File: config.mk
export PLATFORM = sky130hd
export DESIGN_NAME = raid_pq_engine
export DESIGN_NICKNAME = d
export VERILOG_FILES = /design/src/rtl/raid_pq_pkg.sv /design/src/rtl/raid_gf_mul.sv /design/src/rtl/raid_pq_seq.sv /design/src/rtl/raid_pq_acc.sv /design/src/rtl/raid_pq_engine.sv
export SDC_FILE = /design/constraint.sdc
export NUM_CORES = 1
export LEC_CHECK = 0
export CORE_MARGIN = 3
export CORE_UTILIZATION = 55
export DETAILED_ROUTE_END_ITERATION = 8
export GPL_ROUTABILITY_DRIVEN = 0
export PLACE_DENSITY = 0.83
export SETUP_SLACK_MARGIN = 0.4
export SLEW_MARGIN = 30
export SYNTH_ARGS = -nofsm -noshare
export SYNTH_HDL_FRONTEND = slang
export SYNTH_SLANG_ARGS = --single-unit
File: constraint.sdc
create_clock -name clk -period 13.85 [get_ports clk]
set_input_delay 3.4625 -clock clk [delete_from_list [all_inputs] [get_ports clk]]
set_output_delay 3.4625 -clock clk [all_outputs]
set_load 0.05 [all_outputs]
File: src/rtl/raid_pq_pkg.sv
package raid_pq_pkg;
  typedef enum logic [1:0] {
    MODE_XOR = 2'd0,
    MODE_PQ  = 2'd1,
    MODE_UPD = 2'd2,
    MODE_ALT = 2'd3
  } pq_mode_e;
endpackage

File: src/rtl/raid_gf_mul.sv
module raid_gf_mul #(
  parameter logic [7:0] POLY_LO = 8'h1D
) (
  input  logic [7:0] op_a,
  input  logic [7:0] op_b,
  output logic [7:0] prod
);
  logic [7:0] shifted [0:8];
  logic [7:0] partial [0:8];

  assign shifted[0] = op_a;
  assign partial[0] = 8'h00;

  // one shift-and-reduce stage per multiplier bit
  for (genvar g = 0; g < 8; g++) begin : g_stage
    assign partial[g+1] = op_b[g] ? (partial[g] ^ shifted[g]) : partial[g];
    assign shifted[g+1] = {shifted[g][6:0], 1'b0} ^ (shifted[g][7] ? POLY_LO : 8'h00);
  end

  assign prod = partial[8];
endmodule

File: src/rtl/raid_pq_seq.sv
module raid_pq_seq
  import raid_pq_pkg::*;
#(
  parameter int MAX_SRC = 16,
  parameter int LEN_W   = 24,
  localparam int SRC_W  = $clog2(MAX_SRC + 1),
  localparam int IDX_W  = ($clog2(MAX_SRC) < 2) ? 2 : $clog2(MAX_SRC)
) (
  input  logic             clk,
  input  logic             rst,
  input  logic             start,
  input  logic [1:0]       mode_in,
  input  logic [SRC_W-1:0] nsrc_in,
  input  logic [LEN_W-1:0] len_in,
  input  logic             beat,
  output logic             busy,
  output pq_mode_e         mode_q,
  output logic [IDX_W-1:0] idx,
  output logic             pos_end,
  output logic             pos_last
);
  logic [IDX_W-1:0] term_max_q;
  logic [LEN_W-1:0] rem_q;
  logic [IDX_W-1:0] term_max_nx;

  always_comb begin
    if (pq_mode_e'(mode_in) == MODE_UPD)
      term_max_nx = IDX_W'(3);
    else if (nsrc_in == '0)
      term_max_nx = '0;
    else if (int'(nsrc_in) > MAX_SRC)
      term_max_nx = IDX_W'(MAX_SRC - 1);
    else
      term_max_nx = IDX_W'(nsrc_in - SRC_W'(1));
  end

  assign pos_end  = (idx == term_max_q);
  assign pos_last = (rem_q == '0);

  always_ff @(posedge clk) begin
    if (rst) begin
      busy       <= 1'b0;
      mode_q     <= MODE_XOR;
      term_max_q <= '0;
      rem_q      <= '0;
      idx        <= '0;
    end else if (start && !busy) begin
      busy       <= 1'b1;
      mode_q     <= pq_mode_e'(mode_in);
      term_max_q <= term_max_nx;
      rem_q      <= (len_in == '0) ? '0 : len_in - LEN_W'(1);
      idx        <= '0;
    end else if (beat) begin
      if (pos_end) begin
        idx <= '0;
        if (pos_last) busy <= 1'b0;
        else          rem_q <= rem_q - LEN_W'(1);
      end else begin
        idx <= idx + IDX_W'(1);
      end
    end
  end
endmodule

File: src/rtl/raid_pq_acc.sv
module raid_pq_acc (
  input  logic       clk,
  input  logic       rst,
  input  logic       beat,
  input  logic       first,
  input  logic       pos_end,
  input  logic       pos_last,
  input  logic [7:0] p_term,
  input  logic [7:0] q_term,
  output logic       out_valid,
  output logic       out_last,
  output logic [7:0] out_p,
  output logic [7:0] out_q
);
  logic [7:0] acc_p, acc_q;
  logic [7:0] acc_p_nx, acc_q_nx;

  assign acc_p_nx = (first ? 8'h00 : acc_p) ^ p_term;
  assign acc_q_nx = (first ? 8'h00 : acc_q) ^ q_term;

  always_ff @(posedge clk) begin
    if (rst) begin
      acc_p     <= 8'h00;
      acc_q     <= 8'h00;
      out_p     <= 8'h00;
      out_q     <= 8'h00;
      out_valid <= 1'b0;
      out_last  <= 1'b0;
    end else begin
      out_valid <= beat && pos_end;
      out_last  <= beat && pos_end && pos_last;
      if (beat) begin
        acc_p <= acc_p_nx;
        acc_q <= acc_q_nx;
      end
      if (beat && pos_end) begin
        out_p <= acc_p_nx;
        out_q <= acc_q_nx;
      end
    end
  end
endmodule

File: src/rtl/raid_pq_engine.sv
module raid_pq_engine
  import raid_pq_pkg::*;
#(
  parameter int          MAX_SRC = 16,
  parameter int          LEN_W   = 24,
  parameter logic [7:0]  POLY_LO = 8'h1D,
  localparam int SRC_W = $clog2(MAX_SRC + 1),
  localparam int IDX_W = ($clog2(MAX_SRC) < 2) ? 2 : $clog2(MAX_SRC),
  localparam int DEPTH = 1 << IDX_W
) (
  input  logic                 clk,
  input  logic                 rst,
  input  logic                 cfg_start,
  input  logic [1:0]           cfg_mode,
  input  logic [SRC_W-1:0]     cfg_nsrc,
  input  logic [LEN_W-1:0]     cfg_len,
  input  logic [MAX_SRC*8-1:0] cfg_coef,
  input  logic                 src_valid,
  input  logic [7:0]           src_data,
  output logic                 src_ready,
  output logic                 out_valid,
  output logic [7:0]           out_p,
  output logic [7:0]           out_q,
  output logic                 out_last,
  output logic                 done
);
  logic             busy, beat, pos_end, pos_last;
  logic [IDX_W-1:0] idx;
  pq_mode_e         mode_q;
  logic [7:0]       coef_mem [DEPTH];
  logic [7:0]       coef_sel, gf_prod, p_term, q_term;

  assign src_ready = busy;
  assign beat      = src_valid && busy;

  always_ff @(posedge clk) begin
    if (cfg_start && !busy) begin
      for (int i = 0; i < DEPTH; i++)
        coef_mem[i] <= (i < MAX_SRC) ? cfg_coef[(i % MAX_SRC)*8 +: 8] : 8'h00;
    end
  end

  assign coef_sel = coef_mem[idx];

  raid_pq_seq #(.MAX_SRC(MAX_SRC), .LEN_W(LEN_W)) u_seq (
    .clk(clk), .rst(rst), .start(cfg_start), .mode_in(cfg_mode),
    .nsrc_in(cfg_nsrc), .len_in(cfg_len), .beat(beat), .busy(busy),
    .mode_q(mode_q), .idx(idx), .pos_end(pos_end), .pos_last(pos_last)
  );

  raid_gf_mul #(.POLY_LO(POLY_LO)) u_mul (
    .op_a(src_data), .op_b(coef_sel), .prod(gf_prod)
  );

  always_comb begin
    p_term = src_data;
    q_term = gf_prod;
    case (mode_q)
      MODE_XOR: q_term = 8'h00;
      MODE_UPD: begin
        if (idx == IDX_W'(2)) q_term = 8'h00;
        if (idx == IDX_W'(3)) begin
          p_term = 8'h00;
          q_term = src_data;
        end
      end
      default: ;
    endcase
  end

  raid_pq_acc u_acc (
    .clk(clk), .rst(rst), .beat(beat), .first(idx == '0),
    .pos_end(pos_end), .pos_last(pos_last), .p_term(p_term), .q_term(q_term),
    .out_valid(out_valid), .out_last(out_last), .out_p(out_p), .out_q(out_q)
  );

  always_ff @(posedge clk) begin
    if (rst) done <= 1'b0;
    else     done <= out_valid && out_last;
  end
endmodule

## Word level (Yosys, flattened, before mapping)

Memories as Yosys holds them, arrays and structs flattened. A register that Yosys moved wholly into a read port is not among the register bits.
Cells that the tools add are included.
W data, S select, Z words.

| storage, ports and cells | value |
|---|---|
| flip-flop bits (word level) | 70 |
| bits in latches | 0 |
| bits in writable memories | 128 |
| memory bits (read-only) | 0 |
| input bits | 171 |
| output and inout bits | 20 |
| word-level logic and storage cells | 96 |
| memories | 1 |

Memory list:

| memory | depth | width | rd ports | clocked after Yosys merged registers in | wr ports | RTL line | text |
|---|---|---|---|---|---|---|---|
| coef_mem | 16 | 8 | 1 | 1 | 16 | raid_pq_engine.sv:30 | `logic [7:0] coef_mem [DEPTH];` |

| cells by class | value |
|---|---|
| add/sub/neg operators | 4 |
| multipliers | 0 |
| div/mod/pow operators | 0 |
| order comparisons | 1 |
| equality and inequality tests | 6 |
| shifts and indexed selects | 0 |
| mux-type cells | 39 |
| bitwise logic cells | 16 |
| reductions and logical operators | 17 |

Operators with widths:

| kind | number |
|---|---|
| $xor A8 B8 Y8 | 16 |
| $mux W24 | 5 |
| $mux W8 | 14 |
| $logic_not A24 Y1 | 2 |
| $sub A24 B1 Y24 const B | 2 |
| $mux W5 | 7 |
| $mux W4 | 6 |
| $pmux W8 S2 | 1 |
| $eq A4 B2 Y1 const B | 2 |
| $mux W1 | 6 |
| $reduce_and A3 Y1 | 2 |
| $reduce_bool A2 Y1 | 3 |
| $gt A5 B5 Y1 const B | 1 |
| $logic_and A1 B1 Y1 | 5 |
| $logic_not A5 Y1 | 1 |
| $add A4 B1 Y4 const B | 1 |
| $eq A2 B2 Y1 const B | 2 |
| $eq A4 B4 Y1 | 1 |
| $logic_not A4 Y1 | 1 |
| $sub A4 B1 Y4 const B | 1 |
| $logic_not A2 Y1 | 1 |
| $ne A2 B2 Y1 const B | 1 |
| $reduce_or A2 Y1 | 1 |
| $logic_not A1 Y1 | 1 |

## Logic depth before layout (Yosys ltp)

Gate-level depths: netlist of run 1.

| logic depth | value |
|---|---|
| word-level depth | 20 |
| depth in mapped cells | 13 |
| depth with buffers taken out | 12 |

## Modules after synthesis

Synthesis of run 1 repeated with hierarchy kept, for this count alone.

| unflattened totals | value |
|---|---|
| cell total of the unflattened synthesis | 905 |
| area, all modules | 10378.7 um2 |

Modules (own cells, without submodules):

| module | times used | cells an instance | area an instance (um2) | sequential area each (um2) |
|---|---|---|---|---|
| raid_pq_engine | 1 | 244 | 5138.7 | 3863.7 |
| raid_pq_seq | 1 | 309 | 2438.6 | 700.7 |
| raid_pq_acc | 1 | 179 | 1576.5 | 680.7 |
| raid_gf_mul | 1 | 173 | 1224.9 | 0.0 |

## Worst setup path before layout of run 1

Ideal clock, no wire load.

| timing path | value |
|---|---|
| kind | input-to-reg |
| start | input cfg_start |
| end | register u_seq.rem_q[1] |
| library setup time | 0.128 ns |
| arrival | 8.125 ns |
| data required time | 13.722 ns |
| path slack | 5.597 ns |
| stages | 7 |
| path buffers | 2 |
| path through | nand2b_1 > inv_1 > clkbuf_1 > buf_1 > o221ai_1 > o21ai_1 > nor2_1 |

| between the ends | value |
|---|---|
| longest elaborated chain between the ends | 3 |
| elaborated cells between the ends (all ways) | 6 |
| classes of those cells | eq/ne: 1; mux: 1; reduce/logical: 4 |

Ends and longest elaborated chain:

| item | RTL line | text |
|---|---|---|
| start: declaration | raid_pq_engine.sv:13 | `input logic cfg_start,` |
| $logic_and A1 B1 Y1 (*) | raid_pq_seq.sv:47 | `end else if (start && !busy) begin` |
| $ne A2 B2 Y1 (no line) or $reduce_bool A2 Y1 (tied branches) | n/a |  |
| $reduce_and A3 Y1 (no line) | n/a |  |
| end signal: assignment | raid_pq_seq.sv:51 | `rem_q <= (len_in == '0) ? '0 : len_in - LEN_W'(1);` |
| end signal: assignment | raid_pq_seq.sv:57 | `else rem_q <= rem_q - LEN_W'(1);` |
| end: declaration | raid_pq_seq.sv:23 | `logic [LEN_W-1:0] rem_q;` |

Mark *: on every way between the ends. The rest lies on a longest branch, timed or not.
A chain may end at the register's enable or synchronous reset.

## Worst setup path after layout of run 1

| timing path | value |
|---|---|
| start | input cfg_len[0] |
| end | register u_seq.rem_q[9] |

| between the ends | value |
|---|---|
| longest elaborated chain between the ends | 3 |
| elaborated cells between the ends (all ways) | 4 |
| classes of those cells | add/sub: 1; mux: 2; reduce/logical: 1 |

Ends and longest elaborated chain:

| item | RTL line | text |
|---|---|---|
| start: declaration | raid_pq_engine.sv:16 | `input logic [LEN_W-1:0] cfg_len,` |
| $sub A24 B1 Y24 or $logic_not A24 Y1 (tied branches) | raid_pq_seq.sv:51 |  |
| $mux W24 (*) | raid_pq_seq.sv:51 |  |
| $mux W24 (*) | raid_pq_seq.sv:47 |  |

Marks and branches as above.

==> impl_metrics.yaml, run 1 <==
power_and_ir_drop:
  total_power_mw: 1.63
  clkPwrFrac_pct: 36.9
  vdd_drop_max_uv: 109
  power.switching_uw: 433
  power_frac_seq_pct: 43.2
  p_per_area_nw_per_um2: 123
  power_switching_share_pct: 26.6
  power.internal_mw: 1.19
  p_comb_share_pct: 19.9
  leakage_nw: 4.55
worst_hold_path:
  hold_class: "flip-flop to flip-flop"
placement:
  dp.cells: 1323
  place_area_sq_um: 12400
  place.port_buffers: 190
  hpwlAfterDp_um: 18300
floorplan:
  chipWidth_um: 144
  ios: 191
  die_area_sq_um: 20700
  row_count: 49
  core_area_sq_um: 18300
  start_util_pct: 57.0
  die_h_um: 144
sta:
  maxSlewViolCount: 0
  final.period_utilization_pct: 47.5
  worstMarginPinSlew_ns: 0.977
  finalCriticalPeriod_ns: 6.58
  max_freq_mhz: 152
  fin_skew_ns: 0.00773
  tns_ns: 0
  hold_viol: 0
  rsz0062_at_grt: "false"
  relSlewSlack_pct: 34.9
  finalSetupViolCount: 0
  whs_ns: 0.450
route:
  drt-pass1-iter-count: 5
  via_count: 8109
  drt_iter0_drc: 864
  final_antenna_net_count: 0
  wl_per_cell_um: 19.4
  viasPerCell: 5.94
  routed_wirelength_um: 26500
  drc: 0
clock_network:
  cts_setup_buffers: 0
  cts_max_level: 1
  root_buffer: "clkbuf_16"
  clock_latency_ns: 0.51
  path_clk_slew_ns: 0.06
  cts_sinks: 202
  cts_tree: "done"
  cts-buffers-inserted: 23
  cts_resized: 0
  cts.path.max_buffers: 3
  hold_buffers: 0
synthesis:
  synth_adder_area_share_pct: 0.718
  synth_edf_count: 128
  synth_top_family_by_area: "simple AND/OR/NAND/NOR gates"
  ys.warnings.count: 0
  synth_compound_area_share_pct: 13.4
  async_reset_ff_share_pct: 0
  synth_cells: 952
  synth_seq_area_share_pct: 50.9
  synth_seq_cells: 202
  synth_top_flop_cell: "edfxtp_1"
  syn_area_per_cell_sq_um: 11.0
  synth_xor_xnor_area_share_pct: 10.1
  synthesis.area_sq_um: 10500
  synthesis.nets: 1129
  synth_mux_area_share_pct: 7.91
  synth_cell_types: 79
  yosys.area_share.simple_pct: 13.6
critical_path:
  worst-setup-path-type: "input port to flip-flop"
  cp.required_ns: 14.22
  arrival_ns: 6.95
  cp-start-kind: "input port"
  crit_fanout: 23
  end_kind: "flip-flop"
layout:
  fillers: 1289
  final_common_cell: "clkdlybuf4s50_1"
  final_cell_count_no_fill: 1366
  design_area_sq_um: 13200
  mostFrequentLayoutCells: "clkdlybuf4s50_1 (189), edfxtp_1 (128), nand2_1 (93)"
  syn_to_final_growth_pct: 26.1
  fin_nets: 1296
  layout-drive-gt1-share_pct: 7.49
run:
  max_cap_viol_count: 0
grt:
  grt_pass1_wl_um: 42500
  overflow: 0
  grt_max_degree: 92
  track_usage_pct: 25.9
  grt_pass1_vias: 8127
  antenna_found_initial: 2
run_status:
  status: "complete, no violations"
==> registers in the layout, indices dropped and copies added (netlist names), named ones only <==
signal,flops
coef_mem,128
done,1
u_acc.acc_p,8
u_acc.acc_q,8
u_acc.out_last,1
u_acc.out_p,8
u_acc.out_q,8
u_acc.out_valid,1
u_seq.busy,1
u_seq.idx,4
u_seq.mode_q,2
u_seq.rem_q,24
u_seq.term_max_q,4
==> power groups by stage <==
stage,Sequential (mW),Combinational (mW),Clock (mW)
floorplan,0.719,0.211,0
global placement,0.711,0.312,0
detailed placement,0.714,0.318,0
CTS,0.702,0.321,0.606
global route,0.706,0.351,0.633
finish,0.702,0.323,0.600
==> synth_stat cells (5+ instances only) <==
cell | n | share of area, %
dfxtp_1 | 74 | 14
or4_1 | 5 | 0.36
xnor3_1 | 7 | 1.5
ha_1 | 6 | 0.72
nand2b_1 | 5 | 0.30
and2_1 | 8 | 0.48
buf_2 | 8 | 0.38
nor4_1 | 9 | 0.54
a31oi_1 | 12 | 0.72
nor2b_1 | 12 | 0.72
nand4_1 | 7 | 0.42
edfxtp_1 | 128 | 37
mux2i_1 | 25 | 2.4
a21oi_1 | 50 | 2.4
o31ai_1 | 6 | 0.43
a22oi_1 | 5 | 0.36
buf_4 | 6 | 0.43
buf_1 | 7 | 0.25
o21ai_1 | 14 | 0.67
a21o_1 | 5 | 0.36
o21ai_0 | 29 | 1.4
xor2_1 | 36 | 3.0
xnor2_1 | 65 | 5.4
nand3_1 | 16 | 0.77
and3_1 | 5 | 0.30
a211oi_1 | 27 | 1.9
nor3b_1 | 5 | 0.36
nand2_1 | 93 | 3.3
inv_1 | 20 | 0.72
nor2_1 | 90 | 3.2
clkbuf_1 | 28 | 1.0
or3_1 | 8 | 0.48
o22ai_1 | 6 | 0.36
nor3_1 | 21 | 1.0
mux4_2 | 25 | 5.4
==> area by class of cell <==
class / instances / area (sq um) / share of cell area (%)
Sequential cell: 202 / 5330 / 40.4
Inverter: 22 / 87.6 / 0.665
Antenna cell: 2 / 5.00 / 0.0380
Clock buffer: 28 / 624 / 4.74
Multi-Input combinational cell: 675 / 4790 / 36.3
Clock inverter: 13 / 121 / 0.921
Timing Repair Buffer: 195 / 1940 / 14.7
Tap cell: 229 / 287 / 2.17
==> layer usage <==
metal  wire [um]  part of all wire (%)  track usage [%]
met1       10700                    41             34.5
met2       13100                    49             43.5
met3        1790                   6.7             4.19
met4         858                   3.2             8.67
met5           0                     0                0
==> worst max-delay path, stage by stage <==
cell and delay, ns:
clkdlybuf4s50_1 0.45, inv_1 0.07, ha_1 0.18, nor3b_1 0.46
nand3b_1 0.30, nor2b_1 0.27, and4bb_2 0.34, nand2_1 0.09
o21ai_2 0.77, nor2_1 0.16, a21o_1 0.19, a21oi_1 0.14
nor3_1 0.06
==> per-stage QoR <==
stage               utilization, %  setup slack (ns)
floorplan                        -              5.60
global placement              67.8              6.95
detailed placement            67.8              6.81
CTS                           71.9              7.35
global route                  71.9              7.05
finish                        71.9              7.27
==> path summary, 6_finish.rpt <==
kind / slack, ns / end / cells after the start / start
min reg2reg: 0.45 / u_acc.out_q[1] / 2 / u_acc.out_q[1]
min: 0.45 / u_acc.out_q[1] / 2 / u_acc.out_q[1]
max reg2reg: 9.95 / u_acc.acc_q[3] / 10 / flip-flop
max: 7.27 / u_seq.rem_q[9] / 13 / cfg_len[0]
==> logic make-up after synthesis <==
group,Yosys count
AO/OA/AOI/OAI,208
XOR/XNOR,109
adder cells (fa/ha/maj),6
buffers and inverters,75
flip-flops,202
multiplexers,51
AND/OR/NAND/NOR,301
No activity file was read; power rests on OpenSTA's default activity.
==> run 2: changes to the inputs <==
--- a/config.mk
+++ b/config.mk
@@ -6,10 +6,10 @@
 export NUM_CORES = 1
 export LEC_CHECK = 0
 export CORE_MARGIN = 3
-export CORE_UTILIZATION = 55
+export CORE_UTILIZATION = 53
 export DETAILED_ROUTE_END_ITERATION = 8
 export GPL_ROUTABILITY_DRIVEN = 0
-export PLACE_DENSITY = 0.83
+export PLACE_DENSITY = 0.81
 export SETUP_SLACK_MARGIN = 0.4
 export SLEW_MARGIN = 30
 export SYNTH_ARGS = -nofsm -noshare
==> constraint.sdc (replaced) <==
create_clock -name clk -period 6.9 [get_ports clk]
set_input_delay 1.725 -clock clk [delete_from_list [all_inputs] [get_ports clk]]
set_output_delay 1.725 -clock clk [all_outputs]
set_load 0.05 [all_outputs]
==> run 2 against run 1 <==
  * First-iteration DRC count decreased by 27%
  * Via count about the same
  * Sequential share of layout area decreased by 0.24 points
  * Register-to-register slack got worse by 7.1 ns
  * Non-clock buffer count increased by 4
  * Setup slack got worse by 5.1 ns
  * Critical path depth decreased by 2
  * Design area increased by 0.59%
  * Global-route usage decreased by 1.7 points
  * Die area increased by 3.6%
  * Combinational power increased by 100%
  * Sequential cell count unchanged
  * Highest routed layer unchanged
==> impl_metrics.yaml, run 2 (synthesis results as in run 1) <==
clock_network:
  cts_setup_buffers: 0
  cts_max_level: 1
  cts_resized: 0
  hold_buffers: 0
  cts-buffers-inserted: 22
  cts_tree: "done"
  clock_latency_ns: 0.52
  path_clk_slew_ns: 0.07
  cts.path.max_buffers: 3
  root_buffer: "clkbuf_16"
  cts_sinks: 202
route:
  drt-pass1-iter-count: 5
  routed_wirelength_um: 26200
  drc: 0
  final_antenna_net_count: 0
  wl_per_cell_um: 18.8
  viasPerCell: 5.80
  via_count: 8111
  drt_iter0_drc: 634
layout:
  largest_reg_flops: 128
  layout-drive-gt1-share_pct: 7.82
  syn_to_final_growth_pct: 26.8
  final_cell_count_no_fill: 1398
  fillers: 1424
  design_area_sq_um: 13300
  postLayoutCoreUtil_pct: 69.7
  mostFrequentLayoutCells: "clkdlybuf4s50_1 (189), edfxtp_1 (128), nand2_1 (93)"
  fin_nets: 1299
  reg_top3: "coef_mem (128), u_seq.rem_q (24)"
  antenna_cells: 0
  final_common_cell: "clkdlybuf4s50_1"
  top_register: "coef_mem"
sta:
  hold_viol: 0
  tns_ns: 0
  fin_skew_ns: 0.0235
  finalSetupViolCount: 0
  finalCriticalPeriod_ns: 4.70
  final.period_utilization_pct: 68.1
  relSlewSlack_pct: 35.7
  fin_ws_ns: 2.20
  max_freq_mhz: 213
  maxSlewViolCount: 0
  rsz0062_at_grt: "false"
  whs_ns: 0.454
  worstMarginPinSlew_ns: 0.965
critical_path:
  cp-start-kind: "input port"
  end_kind: "flip-flop"
  cp.required_ns: 7.30
  crit_fanout: 16
  arrival_ns: 5.10
  worst-setup-path-type: "input port to flip-flop"
  cp-startpoint: "src_data[5]"
grt:
  overflow: 0
  grt_pass1_vias: 7966
  antenna_found_initial: 0
  track_usage_pct: 24.2
  grt_max_degree: 80
  grt_pass1_wl_um: 42200
run_status:
  status: "complete, no violations"
floorplan:
  die_h_um: 146
  die_area_sq_um: 21400
  core_area_sq_um: 19000
  chipWidth_um: 146
  row_count: 50
  ios: 191
  start_util_pct: 55.0
placement:
  dp.cells: 1358
  post-place-ws_ns: 1.73
  hpwlAfterDp_um: 18300
  place_area_sq_um: 12500
  place.port_buffers: 190
power_and_ir_drop:
  leakage_nw: 4.58
  vdd_drop_max_uv: 218
  total_power_mw: 3.29
  p_per_area_nw_per_um2: 248
worst_hold_path:
  hold_class: "flip-flop to flip-flop"
  hp-start: "u_acc.out_q[1]"
run:
  max_cap_viol_count: 0
## run 2: cell types whose count changed in the layout (fill, tap and decap cells not counted), moves of 2 or more
cell       delta
inv_6         -3
bufinv_16     +2
buf_4         +2
clkinv_1      -2
clkinv_2      +3
clkbuf_8      -3
clkbuf_2      +2
diode_2       -2
## run 2: worst max-delay path, cell delays in order
cell and delay (ns):
clkdlybuf4s50_1 0.88, xor2_1 0.38, xnor2_1 0.21, xor2_1 0.30
and2b_1 0.24, xnor3_1 0.34, xnor2_1 0.15, xnor2_1 0.13
a22oi_1 0.37, o31ai_1 0.12, o31a_1 0.26
## run 2: area by class of cell
cell class | count | area (sq um) | area share, %
clock buffers | 25 | 564 | 4.26
flip-flops and latches | 202 | 5330 | 40.2
inverters | 22 | 85.1 | 0.642
repair buffers | 199 | 1970 | 14.8
multi-input cells | 675 | 4780 | 36.1
well taps | 260 | 325 | 2.45
clock inverters | 15 | 201 | 1.52
## run 2: final timing paths
kind	depth (start not counted)	end	slack, ns
worst min register to register	2	u_acc.out_q[1]	0.45
worst max-delay path	11	u_acc.acc_q[7]	2.20
worst max register to register	10	u_acc.acc_q[3]	2.88
worst min-delay path	2	u_acc.out_q[1]	0.45
## run 2: power breakdown
group / switching [mW] / internal, mW / total, mW
Sequential: 0.0376 / 1.37 / 1.41
Clock: 0.490 / 0.744 / 1.23
Combinational: 0.345 / 0.307 / 0.652
Total: 0.872 / 2.42 / 3.29
## run 2: routing by layer
layer | GRT usage, % | vias to the layer above | wire length, um
met4 | 7.10 | 0 | 720
met2 | 40.5 | 328 | 12900
met1 | 32.4 | 3880 | 10800
met3 | 4.56 | 48 | 1770
met5 | 0 | - | 0
li1 | - | 3855 | -
==> run 3: changes to the inputs <==
--- a/config.mk
+++ b/config.mk
@@ -6,10 +6,10 @@
 export NUM_CORES = 1
 export LEC_CHECK = 0
 export CORE_MARGIN = 3
-export CORE_UTILIZATION = 53
+export CORE_UTILIZATION = 48
 export DETAILED_ROUTE_END_ITERATION = 8
 export GPL_ROUTABILITY_DRIVEN = 0
-export PLACE_DENSITY = 0.81
+export PLACE_DENSITY = 0.77
 export SETUP_SLACK_MARGIN = 0.4
 export SLEW_MARGIN = 30
 export SYNTH_ARGS = -nofsm -noshare
==> constraint.sdc (replaced) <==
create_clock -name clk -period 4.3 [get_ports clk]
set_input_delay 1.075 -clock clk [delete_from_list [all_inputs] [get_ports clk]]
set_output_delay 1.075 -clock clk [all_outputs]
set_load 0.05 [all_outputs]
==> run 3 against run 2 <==
  * Sequential cell count unchanged
  * First-iteration DRC count down 15%
  * Critical path type is now flip-flop to flip-flop
  * Setup slack got worse by 1.6 ns
  * Largest cell class unchanged
  * Highest routed layer is now met5
==> impl_metrics.yaml, run 3 (synthesis results as in run 1) <==
critical_path:
  end_kind: "flip-flop"
  arrival_ns: 4.09
  cp.required_ns: 4.69
  crit_fanout: 10
  worst-setup-path-type: "flip-flop to flip-flop"
  cp-start-kind: "flip-flop"
  r2r_end: "u_acc.out_q[0]"
  reg2reg_depth: 11
  r2r_setup_slack_ns: 0.61
run_status:
  status: "complete, no violations"
layout:
  top_register: "coef_mem"
  syn_to_final_growth_pct: 29.4
  largest_reg_flops: 128
  layout-drive-gt1-share_pct: 10.0
  final_common_cell: "clkdlybuf4s50_1"
  mostFrequentLayoutCells: "clkdlybuf4s50_1 (189), edfxtp_1 (128), nand2_1 (92)"
  design_area_sq_um: 13500
  fillers: 1675
  fin_nets: 1325
  reg_top3: "coef_mem (128), u_seq.rem_q (24)"
grt:
  grt_pass1_vias: 8109
  antenna_found_initial: 2
  grt_max_degree: 100
  grt_pass1_wl_um: 42100
  overflow: 0
  track_usage_pct: 21.9
placement:
  post-place-ws_ns: 0.144
  place.port_buffers: 190
  hpwlAfterDp_um: 19400
  place_area_sq_um: 12700
sta:
  fin_skew_ns: 0.0172
  relSlewSlack_pct: 39.9
  fin_ws_ns: 0.606
  tns_ns: 0
  hold_viol: 0
  rsz0062_at_grt: "false"
  worstMarginPinSlew_ns: 0.895
  max_freq_mhz: 271
  finalSetupViolCount: 0
  finalCriticalPeriod_ns: 3.69
  maxSlewViolCount: 0
  final.period_utilization_pct: 85.9
power_and_ir_drop:
  total_power_mw: 5.33
  vdd_drop_max_uv: 322
  leakage_nw: 4.72
  p_per_area_nw_per_um2: 394
clock_network:
  hold_buffers: 0
  path_clk_slew_ns: 0.06
  cts_max_level: 1
  root_buffer: "clkbuf_16"
  clock_latency_ns: 0.52
  cts_sinks: 202
  cts_resized: 0
  cts_setup_buffers: 0
  cts_tree: "done"
  cts.path.max_buffers: 3
  cts-buffers-inserted: 23
route:
  viasPerCell: 5.64
  wl_per_cell_um: 18.4
  drc: 0
  final_antenna_net_count: 0
  routed_wirelength_um: 26500
  via_count: 8130
  drt-pass1-iter-count: 5
  drt_iter0_drc: 541
floorplan:
  chipWidth_um: 154
  core_area_sq_um: 21200
  row_count: 53
  start_util_pct: 49.3
  die_h_um: 154
  die_area_sq_um: 23600
  ios: 191
worst_hold_path:
  hp-start: "u_seq.term_max_q[2]"
  hold_depth: 2
  hold_class: "flip-flop to flip-flop"
  hold_path_end: "u_seq.term_max_q[2]"
run:
  max_cap_viol_count: 0
[run 3: cell count changes in the layout (fill, tap and decap cells not counted), sizes merged, moves of 2 or more]
cell and change:
inv +2, clkinv -4, clkbuf +4, buf +25
[run 3: cell type report]
| cell class | count | area [sq um] | area share, % |
|---|---|---|---|
| antenna | 1 | 2.50 | 0.0185 |
| clock buffer | 29 | 612 | 4.52 |
| clock inverter | 13 | 165 | 1.22 |
| inverter | 22 | 85.1 | 0.629 |
| multi-input combinational | 675 | 4790 | 35.4 |
| sequential | 202 | 5330 | 39.4 |
| tap | 275 | 344 | 2.54 |
| timing repair buffer | 224 | 2200 | 16.3 |
[run 3: metal layers]
| layer | wire length (um) | up-vias | GRT usage, % |
|---|---|---|---|
| met5 | 8 | - | 0 |
| met4 | 705 | 2 | 6.27 |
| met3 | 1930 | 55 | 4.84 |
| met2 | 12900 | 306 | 36.4 |
| met1 | 11000 | 3864 | 29.0 |
| li1 | - | 3903 | - |
[run 3: worst max-delay path by stage]
stage	start	to	slack (ns)	cells past startpoint
6_report	flip-flop	u_acc.out_q[0]	0.61	11
5_1_grt	flip-flop	u_acc.acc_q[5]	0.40	10
4_1_cts	u_seq.rem_q[0]	u_seq.rem_q[0]	0.42	10
3_5_place_dp	src_data[7]	u_acc.acc_q[5]	0.14	9
3_3_place_gp	cfg_len[0]	u_seq.rem_q[2]	0.30	13
2_1_floorplan	cfg_start	u_seq.rem_q[1]	0.42	7
[run 3: worst max-delay path, cell delays in order (launching register included)]
cell	delay [ns]
dfxtp_1	0.67
buf_4	0.28
and2b_1	0.23
a2bb2oi_1	0.23
nand3_1	0.32
and2_1	0.37
o21ai_0	0.21
o2bb2ai_1	0.15
xnor3_1	0.48
o21ai_2	0.25
nor4_1	0.09
a311o_1	0.29
[run 3: where the power goes]
group          internal (mW)  switching (mW)  leakage (nW)
Clock                   1.20           0.797         0.384
Combinational          0.514           0.556          2.50
Sequential              2.20          0.0630          1.83
Total                   3.91            1.42          4.72
[run 3: per-stage QoR]
stage / hold slack (ns) / utilization [%] / std cells
6_report: 0.473 / 63.7 / 1441
5_1_grt: 0.505 / 63.7 / 1441
4_1_cts: 0.478 / 63.7 / 1440
3_5_place_dp: 0.465 / 60.0 / 1398
3_3_place_gp: 0.461 / 60.0 / 1398
2_1_floorplan: 0.444 / - / 952
